[src/rtl/disp_init_pkg.sv]
package disp_init_pkg;

  localparam int unsigned SCRIPT_LEN = 9;

  typedef struct packed {
    logic [7:0] data;
    logic       dc;
    logic       last;
  } script_ent_t;

  typedef enum logic [2:0] {
    S_IDLE,
    S_RST,
    S_SETTLE,
    S_SEND,
    S_DONE
  } seq_state_e;

  function automatic script_ent_t script_at(input int unsigned idx);
    script_ent_t e;
    e.dc   = 1'b0;
    e.last = 1'b1;
    case (idx)
      0: e.data = 8'hA2;
      1: e.data = 8'hA0;
      2: e.data = 8'hC8;
      3: e.data = 8'h25;
      4: e.data = 8'hA6;
      5: e.data = 8'h2F;
      6: e.data = 8'hAF;
      7: begin e.data = 8'h81; e.last = 1'b0; end
      8: e.data = 8'h20;
      default: e.data = 8'h00;
    endcase
    return e;
  endfunction

endpackage

[src/rtl/seq_timer.sv]
module seq_timer #(
  parameter int unsigned W = 12
) (
  input  logic         clk_i,
  input  logic         rst_ni,
  input  logic         run_i,
  input  logic [W-1:0] limit_i,
  output logic         expire_o
);
  logic [W-1:0] cnt_q;

  assign expire_o = run_i && (cnt_q == limit_i - W'(1));

  always_ff @(posedge clk_i or negedge rst_ni) begin
    if (!rst_ni)                 cnt_q <= '0;
    else if (!run_i || expire_o) cnt_q <= '0;
    else                         cnt_q <= cnt_q + W'(1);
  end

  assert_cnt_bound_R2: assert property (@(posedge clk_i) disable iff (!rst_ni)
    run_i |-> (cnt_q < limit_i));

endmodule

[src/rtl/seq_script.sv]
module seq_script
  import disp_init_pkg::*;
#(
  parameter int unsigned LEN = SCRIPT_LEN,
  localparam int unsigned IW = $clog2(LEN + 1)
) (
  input  logic        clk_i,
  input  logic        rst_ni,
  input  logic        restart_i,
  input  logic        advance_i,
  output script_ent_t entry_o,
  output logic        final_o
);
  logic [IW-1:0] idx_q;

  assign entry_o = script_at(int'(idx_q));
  assign final_o = (idx_q == IW'(LEN - 1));

  always_ff @(posedge clk_i or negedge rst_ni) begin
    if (!rst_ni)                     idx_q <= '0;
    else if (restart_i)              idx_q <= '0;
    else if (advance_i && !final_o)  idx_q <= idx_q + IW'(1);
  end

  assert_idx_range_R4: assert property (@(posedge clk_i) disable iff (!rst_ni)
    idx_q < IW'(LEN));

endmodule

[src/rtl/disp_init_seq.sv]
module disp_init_seq
  import disp_init_pkg::*;
#(
  parameter int unsigned CLK_HZ    = 200_000_000,
  parameter int unsigned RST_US    = 10,
  parameter int unsigned SETTLE_US = 10,
  localparam int unsigned RST_CYCLES  = (CLK_HZ / 1_000_000) * RST_US,
  localparam int unsigned WAIT_CYCLES = (CLK_HZ / 1_000_000) * SETTLE_US,
  localparam int unsigned MAX_CYC = (RST_CYCLES > WAIT_CYCLES) ? RST_CYCLES : WAIT_CYCLES,
  localparam int unsigned TW = $clog2(MAX_CYC + 1)
) (
  input  logic       clk_i,
  input  logic       rst_ni,
  input  logic       start_i,
  input  logic       tx_ack_i,
  output logic       disp_rst_no,
  output logic       tx_valid_o,
  output logic [7:0] tx_data_o,
  output logic       tx_dc_o,
  output logic       tx_last_o,
  output logic       busy_o,
  output logic       done_o
);
  seq_state_e  state_q, state_d;
  logic        tmr_run, tmr_exp;
  logic [TW-1:0] tmr_limit;
  logic        accept, take, scr_final;
  script_ent_t entry;

  assign accept    = start_i && (state_q == S_IDLE || state_q == S_DONE);
  assign take      = (state_q == S_SEND) && tx_ack_i;
  assign tmr_run   = (state_q == S_RST) || (state_q == S_SETTLE);
  assign tmr_limit = (state_q == S_RST) ? TW'(RST_CYCLES) : TW'(WAIT_CYCLES);

  seq_timer #(.W(TW)) i_timer (
    .clk_i    (clk_i),
    .rst_ni   (rst_ni),
    .run_i    (tmr_run),
    .limit_i  (tmr_limit),
    .expire_o (tmr_exp)
  );

  seq_script #(.LEN(SCRIPT_LEN)) i_script (
    .clk_i     (clk_i),
    .rst_ni    (rst_ni),
    .restart_i (accept),
    .advance_i (take),
    .entry_o   (entry),
    .final_o   (scr_final)
  );

  always_comb begin
    state_d = state_q;
    unique case (state_q)
      S_IDLE, S_DONE: if (accept) state_d = S_RST;
      S_RST:          if (tmr_exp) state_d = S_SETTLE;
      S_SETTLE:       if (tmr_exp) state_d = S_SEND;
      S_SEND:         if (take && scr_final) state_d = S_DONE;
      default:        state_d = S_IDLE;
    endcase
  end

  always_ff @(posedge clk_i or negedge rst_ni) begin
    if (!rst_ni) state_q <= S_IDLE;
    else         state_q <= state_d;
  end

  assign disp_rst_no = (state_q != S_RST);
  assign tx_valid_o  = (state_q == S_SEND);
  assign tx_data_o   = tx_valid_o ? entry.data : 8'h00;
  assign tx_dc_o     = tx_valid_o ? entry.dc : 1'b0;
  assign tx_last_o   = tx_valid_o ? entry.last : 1'b0;
  assign busy_o      = tmr_run || tx_valid_o;
  assign done_o      = (state_q == S_DONE);

  assert_start_pulls_rst_R2: assert property (@(posedge clk_i) disable iff (!rst_ni)
    (start_i && !busy_o) |=> !disp_rst_no);

  assert_no_tx_in_reset_R3: assert property (@(posedge clk_i) disable iff (!rst_ni)
    !disp_rst_no |-> !tx_valid_o);

  assert_hold_until_ack_R6: assert property (@(posedge clk_i) disable iff (!rst_ni)
    (tx_valid_o && !tx_ack_i) |=> (tx_valid_o && $stable(tx_data_o) && $stable(tx_last_o)));

  assert_busy_done_excl_R7: assert property (@(posedge clk_i) disable iff (!rst_ni)
    !(busy_o && done_o));

  assert_done_sticky_R8: assert property (@(posedge clk_i) disable iff (!rst_ni)
    (done_o && !start_i) |=> done_o);

  assert_start_ignored_R9: assert property (@(posedge clk_i) disable iff (!rst_ni)
    (busy_o && disp_rst_no) |=> disp_rst_no);

endmodule

[config.mk]
export PLATFORM = sky130hd
export DESIGN_NAME = disp_init_seq
export DESIGN_NICKNAME = d
export VERILOG_FILES = /design/src/rtl/disp_init_pkg.sv /design/src/rtl/seq_timer.sv /design/src/rtl/seq_script.sv /design/src/rtl/disp_init_seq.sv
export SDC_FILE = /design/constraint.sdc
export NUM_CORES = 1
export LEC_CHECK = 0
export BUFFER_PORTS_ARGS = -buffer_cell sky130_fd_sc_hd__buf_2
export CAP_MARGIN = 0
export CORE_MARGIN = 5
export CORE_UTILIZATION = 25
export DETAILED_ROUTE_END_ITERATION = 6
export MAX_ROUTING_LAYER = met4
export PLACE_DENSITY = 0.37
export SLEW_MARGIN = 25
export SYNTH_ARGS = -nofsm -noshare
export SYNTH_HDL_FRONTEND = slang
export SYNTH_SLANG_ARGS = --single-unit
[constraint.sdc]
create_clock -name clk_i -period 2.8 [get_ports clk_i]
set_input_delay 0.28 -clock clk_i [delete_from_list [all_inputs] [get_ports clk_i]]
set_output_delay 0.28 -clock clk_i [all_outputs]
set_load 0.03 [all_outputs]
# Word level (Yosys, flattened, before mapping)
# Index checks and enable logic that the tools add are counted.
# totals
reg_bits,18
latch_bits,0
mem_bits_rw,0
romBits,0
input_bits,4
output_inout_bits,14
word_cells,51
mem_count,0
# classes
addsub,2
n_mul,0
div_mod_pow,0
n_lt_le_gt_ge,0
eq_ne,18
shifts,0
muxes,12
bitwise,0
n_reduce_logical,16
# ops
op,count
$pmux W8 S9,1
$eq A4 B3 Y1 const B,4
$mux W3,4
$pmux W3 S4,1
$add A11 B1 Y11 const B,1
$eq A11 B11 Y1 const B,1
$mux W11,1
$eq A4 B2 Y1 const B,2
$mux W4,2
$mux W8,1
$eq A3 B2 Y1 const B,2
$ne A2 B1 Y1 const B,3
$logic_and A1 B1 Y1,5
$add A4 B1 Y4 const B,1
$eq A4 B1 Y1 const B,1
$eq A4 B4 Y1 const B,1
$logic_not A4 Y1,1
$logic_or A1 B1 Y1,4
$reduce_and A4 Y1,1
$eq A3 B1 Y1 const B,1
$eq A3 B3 Y1 const B,1
$logic_not A3 Y1,1
$ne A3 B1 Y1 const B,1
$logic_not A1 Y1,2
4 further kinds,5

# Depth between registers and ports, before layout
# Gate-level depths: netlist of the first run.
# depth
depth_word,5
mapped_depth,6
ltp_nobuf,6

# Modules after synthesis
# Synthesis of the first run repeated with hierarchy kept, for this count alone.
# unflattened
hier_cells,205
hier_area_um2,1785.5
# modules_own_cells
mod,n_inst,cells_per_inst,area_per_inst_um2,seq_area_each_um2
seq_timer,1,116,1053.5,275.3
seq_script,1,49,407.9,100.1
disp_init_seq,1,40,324.1,75.1

# Least setup slack after synthesis of the first run
# No wires, ideal clock.
# synth_timing
path_kind,flip-flop to output port
startpoint,reg i_script.idx_q[0]
endpoint,out tx_data_o[5]
t_arrival_ps,1660
required_time_ps,2520
path_slack_ps,860
stages_incl_launch_ff,7
n_path_buf,0
path_cell_list,dfrtp_1 inv_1 ha_1 nor3_1 o21ai_0 o21ai_0 nor3_1
# synth_between
elab_chain_cells,3
# synth_lines
item,line,text
"start, declared",seq_script.sv:14,logic [IW-1:0] idx_q;
"start signal, assigned",seq_script.sv:22,else if (advance_i && !final_o) idx_q <= idx_q + IW'(1);
$eq A4 B4 Y1 (tied with other cells),disp_init_pkg.sv:23,case (idx)
$pmux W8 S9 (*),disp_init_pkg.sv:23,
$mux W8 (*),disp_init_seq.sv:70,assign tx_data_o = tx_valid_o ? entry.data : 8'h00;
"end, declared",disp_init_seq.sv:18,"output logic [7:0] tx_data_o,"
# Mark *: on every way between the ends. The rest lies on a longest branch, timed or not.

# Final worst setup path of the first run
# Same ends and word-level chain as after synthesis.

==> results.md, run 1 <==
* Outcome: finished, final reports clean
* Min Tclk post-route at 2.089 ns
* Post-synth cell types at 42
* Final worst slack at 0.7114 ns
* Worst r2r src: i_script.idx_q[0]
* Crit path launch type: register
* Boundary pin count at 18
* Hold endpoint: i_script.idx_q[0]
* Largest net degree at the start of global routing at 19
* CP peak stage delay at 0.42 ns
* Post-Syn Area per Cell at 9.143 um2
* CTS buffer count at 3
* TritonCTS clock tree: done
* Final hold vios at 0
* Class of the worst hold path: input port to register
* RSZ-0062 raised after global routing: no
* Top FF cell, synth: dfrtp_1
* Post_cts resized at 0
* Total grt overflow at 0
* Number of enable flip-flop cells after synthesis at 0
* WP data required at 2.52 ns
* Longest Clk Path Bufs at 2
* Hpwl dp at 2036 um
* Ranking of synthesized cells by area: dfrtp_1 38%, nor2_1 6.3%, ha_1 5.3%
* Post-place setup slack at 0.9738 ns
* Die area at 0.006234 mm2
* Final non-filler cell area at 0.001353 mm2
* Die W at 78.96 um
* Antenna violations before repair at 0
* Most common cell in the netlist: nor2_1
* Setup TNS at 0 ns
* Clock Skews at 0.005188 ns
* Critical Path Slowest Stage Cell: dfrtp_1
* Final Util at 0.2902
* P&R area growth vs syn at 13.79%
* Commonest cells in the netlist: 20 x nor2_1, 18 x dfrtp_1, 9 x a21oi_1
* Vias in the first global route at 967
* Cell area power density at 972.0 mW/mm2
* # setup viols final at 0
* Leak at 0.0005912 uW
* CORE AREA at 0.004661 mm2
* Synth Cell Area at 0.001189 mm2
* Period utilization at 0.7459
* Cell depth of the worst hold path at 2
* DRT antenna net count at 0
* All-Layer GR Usage at 0.09568
* Initial Util at 0.2550
* Clock Latency Late Sink at 0.25 ns
* CP arrival at 1.81 ns
* Synth top area share at 0.3789
* Crit Path Class: register to output port
* R2R Setup Slk at 1.12 ns
* Clk slew on worst S/H paths at 0.07 ns
* Iteration-0 DRC count of the detailed router at 20
* Post-synthesis sequential area ratio at 0.3789
* First-pass GRT wire length at 4678 um
* Synth async-reset ratio at 1.000
* Share of layout cells above drive strength 1 at 0.2083
* Cells after synthesis at 130
* Clk root buf: clkbuf_8
* Final Slew Violations at 0
* Antenna cells at 0
* R2r worst-path depth at 6
* # nets final at 154
* Hold Startpoint: start_i
* DRT Wirelength at 2625 um
* Final GP Congestion at 0.7768
* Filler Cell Count at 494
* H-tree depth at 1
* Drt pass-1 iters at 4
* Worst setup EP type: output port
* Vias at 940
* Synth warn at 0
* Post-Layout Cell Count at 198
* Number of remaining DRC errors at 0
* CTS sink cnt at 18
* Worst VDD drop at 0.0002889 V
* Crit Path Max Fanout at 5
* Achievable Freq at 478.8 MHz
* Placed Instances at 193
* WL/cell at 13.26 um
* Max_cap viols at 0
* CP Cell Sequence: inv_1 > ha_1 > nor3_1 > o21ai_0 > o21ai_0 > nor3_1 > buf_2
* I/O Buffers at 15
* Post-DP Area at 0.001287 mm2
* Die Span Y at 78.96 um
* Top cell type by total area after synthesis: dfrtp_1
* #FFs+latches synth at 18
* Worst r2r dst: i_script.idx_q[1]
* Core Rows at 25
* Vias per cell at 4.747
-- kinds of logic after synthesis --
group           after synthesis  share of synthesized area
simple gates                 63                     0.3105
compound gates               20                     0.1158
flops                        18                     0.3789
buf+inv                      12                    0.05579
xor+xnor                      9                    0.06631
fa+ha+maj                     5                    0.05263
mux                           2                    0.01684
other cells                   1                   0.003155
-- per-stage QoR --
stage | total power (uW) | hold WS, ns
2_1_floorplan | 965.1 | -0.01559
3_3_place_gp | 1107 | 0.2465
3_5_place_dp | 1115 | 0.2512
4_1_cts | 1343 | 0.2877
5_1_grt | 1452 | 0.3165
6_report | 1315 | 0.2922
-- sequential cells by signal, indices dropped and copies added, names as in the netlist --
name / cells
i_script.idx_q: 4
i_timer.cnt_q: 11
state_q: 3
-- cell usage in the layout, fill, tap and decap left out, drive strengths merged, types with 3 or more instances in the layout --
cell    instances
nand3           6
ha              5
xnor2           5
nor2b           4
nand4           3
a21oi           9
xor2            4
inv             5
buf            15
nand2           8
clkbuf          4
nor2           21
nor3            7
dfrtp          18
-- worst max-delay path by stage --
stage | start | to | slack (ns) | cells past startpoint
after CTS | i_script.idx_q[0] | tx_data_o[5] | 0.70 | 7
after global routing | i_script.idx_q[0] | tx_data_o[5] | 0.51 | 7
after global placement | state_q[1] | tx_data_o[6] | 1.02 | 4
after detailed placement | i_script.idx_q[0] | tx_data_o[5] | 0.97 | 7
final | i_script.idx_q[0] | tx_data_o[5] | 0.71 | 7
after floorplan | i_script.idx_q[0] | tx_data_o[5] | 0.86 | 6
-- power breakdown --
part	switching, uW	leakage, uW	total, uW	internal [uW]
logic	427	0.000328	665	238
registers	113	0.000234	434	321
clock network	91.0	0.0000288	216	125
total	631	0.000591	1310	684
-- layout make-up --
type,instances,area (um2),area share
clock buffer,4,55.05,0.04070
inverter,5,18.77,0.01388
multi-input combinational,101,675.6,0.4995
sequential,18,450.4,0.3330
tap,54,67.56,0.04995
timing repair buffer,16,85.08,0.06290
-- routing by layer --
| layer | wire length [um] | track usage | vias up |
|---|---|---|---|
| met5 | 0 | - | - |
| met4 | 0 | 0.02062 | 0 |
| met3 | 77 | 0.01701 | 0 |
| met2 | 1233 | 0.1460 | 11 |
| met1 | 1313 | 0.1332 | 456 |
| li1 | - | - | 473 |
-- worst max-delay path: cells and delay by family (launching register included) --
kind	cells	cell delay [ns]
AOI/OAI and AO/OA	2	0.22
and+or+nand+nor	2	0.37
adders and majority gates	1	0.26
DFF	1	0.42
buffers and inverters	2	0.27
-- timing repair --
action,CTS,global route
hold buffers,1,0
setup buffers,0,0
hold endpoints to repair,18,0
Note: power is estimated with default switching activity, not from simulation.
==> run 2: changes to the inputs <==
--- a/config.mk
+++ b/config.mk
@@ -11,7 +11,7 @@
 export CORE_UTILIZATION = 25
 export DETAILED_ROUTE_END_ITERATION = 6
 export MAX_ROUTING_LAYER = met4
-export PLACE_DENSITY = 0.37
+export PLACE_DENSITY = 0.39
 export SLEW_MARGIN = 25
 export SYNTH_ARGS = -nofsm -noshare
 export SYNTH_HDL_FRONTEND = slang
==> constraint.sdc (replaced) <==
create_clock -name clk_i -period 1.7 [get_ports clk_i]
set_input_delay 0.17 -clock clk_i [delete_from_list [all_inputs] [get_ports clk_i]]
set_output_delay 0.17 -clock clk_i [all_outputs]
set_load 0.03 [all_outputs]
==> run 2 against run 1 <==
  * The run now ends with negative setup slack left
  * Critical path depth stayed put
  * Cell area is 19% higher
  * Global-route usage is 0.35 points higher
  * Power is 110% higher
  * Register-to-register slack worse by 1.0 ns
  * Utilization is 5.4 points higher
  * Sequential power is 52% higher
  * Largest power group unchanged
==> results.md, run 2 (synthesis gave the netlist of run 1 again) <==
* CP arrival at 1.60 ns
* Worst setup EP type: output port
* Die area at 0.006234 mm2
* DRT antenna net count at 0
* Clock Skews at 0.0009408 ns
* Period utilization at 1.039
* First-pass GRT wire length at 4809 um
* Crit path launch type: register
* Iteration-0 DRC count of the detailed router at 42
* Leak at 0.0006841 uW
* Filler Cell Count at 492
* Final Util at 0.3444
* H-tree depth at 1
* Cell area power density at 1703 mW/mm2
* Critical Path Slowest Stage Cell: dfrtp_1
* CP peak stage delay at 0.42 ns
* Clock Latency Late Sink at 0.25 ns
* Final hold vios at 0
* Clk root buf: clkbuf_8
* Registers with the most flip-flops: i_timer.cnt_q: 11 flops, i_script.idx_q: 4 flops, state_q: 3 flops
* Max reg flops at 11
* Largest net degree at the start of global routing at 19
* Placed Instances at 202
* Met1 Use GR at 0.1278
* Total grt overflow at 0
* Tot Pwr at 2734 uW
* Crit Path Max Fanout at 5
* Routing usage on met3 at 0.01474
* Final Slew Violations at 0
* R2r worst-path depth at 7
* DRT Wirelength at 2791 um
* Cell depth of the worst hold path at 2
* P&R area growth vs syn at 35.05%
* Longest Clk Path Bufs at 2
* Antenna violations before repair at 0
* Crit Path Class: register to output port
* Outcome: finished with violations
* TritonCTS clock tree: done
* # nets final at 171
* Boundary pin count at 18
* R2R Setup Slk at 0.09 ns
* Worst VDD drop at 0.0004889 V
* WP data required at 1.53 ns
* Met2 global-route usage at 0.1537
* Hpwl dp at 2039 um
* Post-DP Area at 0.001360 mm2
* # setup viols final at 1
* CTS sink cnt at 18
* CORE AREA at 0.004661 mm2
* Vias at 990
* Initial Util at 0.2550
* Number of remaining DRC errors at 0
* Final worst slack at -0.06583 ns
* All-Layer GR Usage at 0.09917
* Final GP Congestion at 0.7702
* Max_cap viols at 0
* Min Tclk post-route at 1.766 ns
* CP Cell Sequence: buf_6 > ha_4 > a211oi_2 > nor2_1 > o21ai_1 > nor3_2 > buf_4
* Drt pass-1 iters at 4
* RSZ-0062 raised after global routing: yes
* Failing checks: negative setup slack
* Core Rows at 25
* Achievable Freq at 566.3 MHz
* Vias per cell at 4.605
* Clk slew on worst S/H paths at 0.07 ns
* Die W at 78.96 um
* Post-Layout Cell Count at 215
* CTS buffer count at 3
* Fin Hold WS at 0.1780 ns
* Vias in the first global route at 1000
* Class of the worst hold path: input port to register
* Antenna cells at 0
* Commonest cells after routing, fill and taps aside: 20 x buf_4, 19 x nor2_1, 16 x dfrtp_1, 9 x a21oi_1, 8 x buf_2
* Final non-filler cell area at 0.001605 mm2
* Largest Register: i_timer.cnt_q
* WL/cell at 12.98 um
* I/O Buffers at 15
* Die Span Y at 78.96 um
* Share of layout cells above drive strength 1 at 0.3913
* Commonest non-fill, non-tap cell in the layout: buf_4
* Busiest grt layer: met2
[run 2: power by group]
| part | total (uW) | switching, uW | internal, uW |
|---|---|---|---|
| registers | 660 | 127 | 533 |
| logic | 1720 | 933 | 782 |
| clock network | 359 | 153 | 206 |
| total | 2730 | 1210 | 1520 |
[run 2: cell type report]
class                      instances  area, um2  share of cell area
timing repair buffer              33      245.2              0.1528
inverter                           5      21.27             0.01325
clock buffer                       4      55.05             0.03429
multi-input combinational        101      763.2              0.4754
tap                               54      67.56             0.04209
sequential                        18      452.9              0.2822
[run 2: worst max-delay path: cells and delay by family (launching register included)]
kind / cells / cell delay [ns]
AND/OR/NAND/NOR: 2 / 0.11
AO/OA/AOI/OAI: 2 / 0.35
buffers and inverters: 2 / 0.29
flip-flops: 1 / 0.42
adder cells (fa/ha/maj): 1 / 0.17
[run 2: what timing repair did]
| item | CTS | global route |
|---|---|---|
| endpoints found under the hold margin | 18 | 0 |
| hold buffers | 1 | 0 |
| gates resized for setup | 12 | 24 |
| pin swaps | 1 | 9 |
| setup buffers | 2 | 6 |
| gates cloned | 0 | 0 |
| endpoints found under the setup margin | 7 | 17 |
[run 2: routing by layer]
layer  routed length (um)  part of all wire
met1                 1371              0.49
met2                 1316              0.47
met3                   66             0.024
met4                   36             0.013
met5                    0                 0
[run 2: final timing paths]
kind | to | startpoint
setup / recovery | tx_data_o[5] | i_script.idx_q[0]
hold / removal | i_script.idx_q[0] | start_i
setup reg to reg | i_script.idx_q[1] | i_script.idx_q[1]
hold reg to reg | i_timer.cnt_q[0] | i_timer.cnt_q[0]
max in group asynchronous | i_script.idx_q[1] | rst_ni
min in group asynchronous | state_q[0] | rst_ni
[run 2: through the flow]
stage,setup TNS (ns),setup slack (ns)
2_1_floorplan,0,0.01764
3_3_place_gp,0,0.06244
3_5_place_dp,0,0.03138
4_1_cts,-0.1708,-0.08570
5_1_grt,-0.3395,-0.1892
6_report,-0.06583,-0.06583
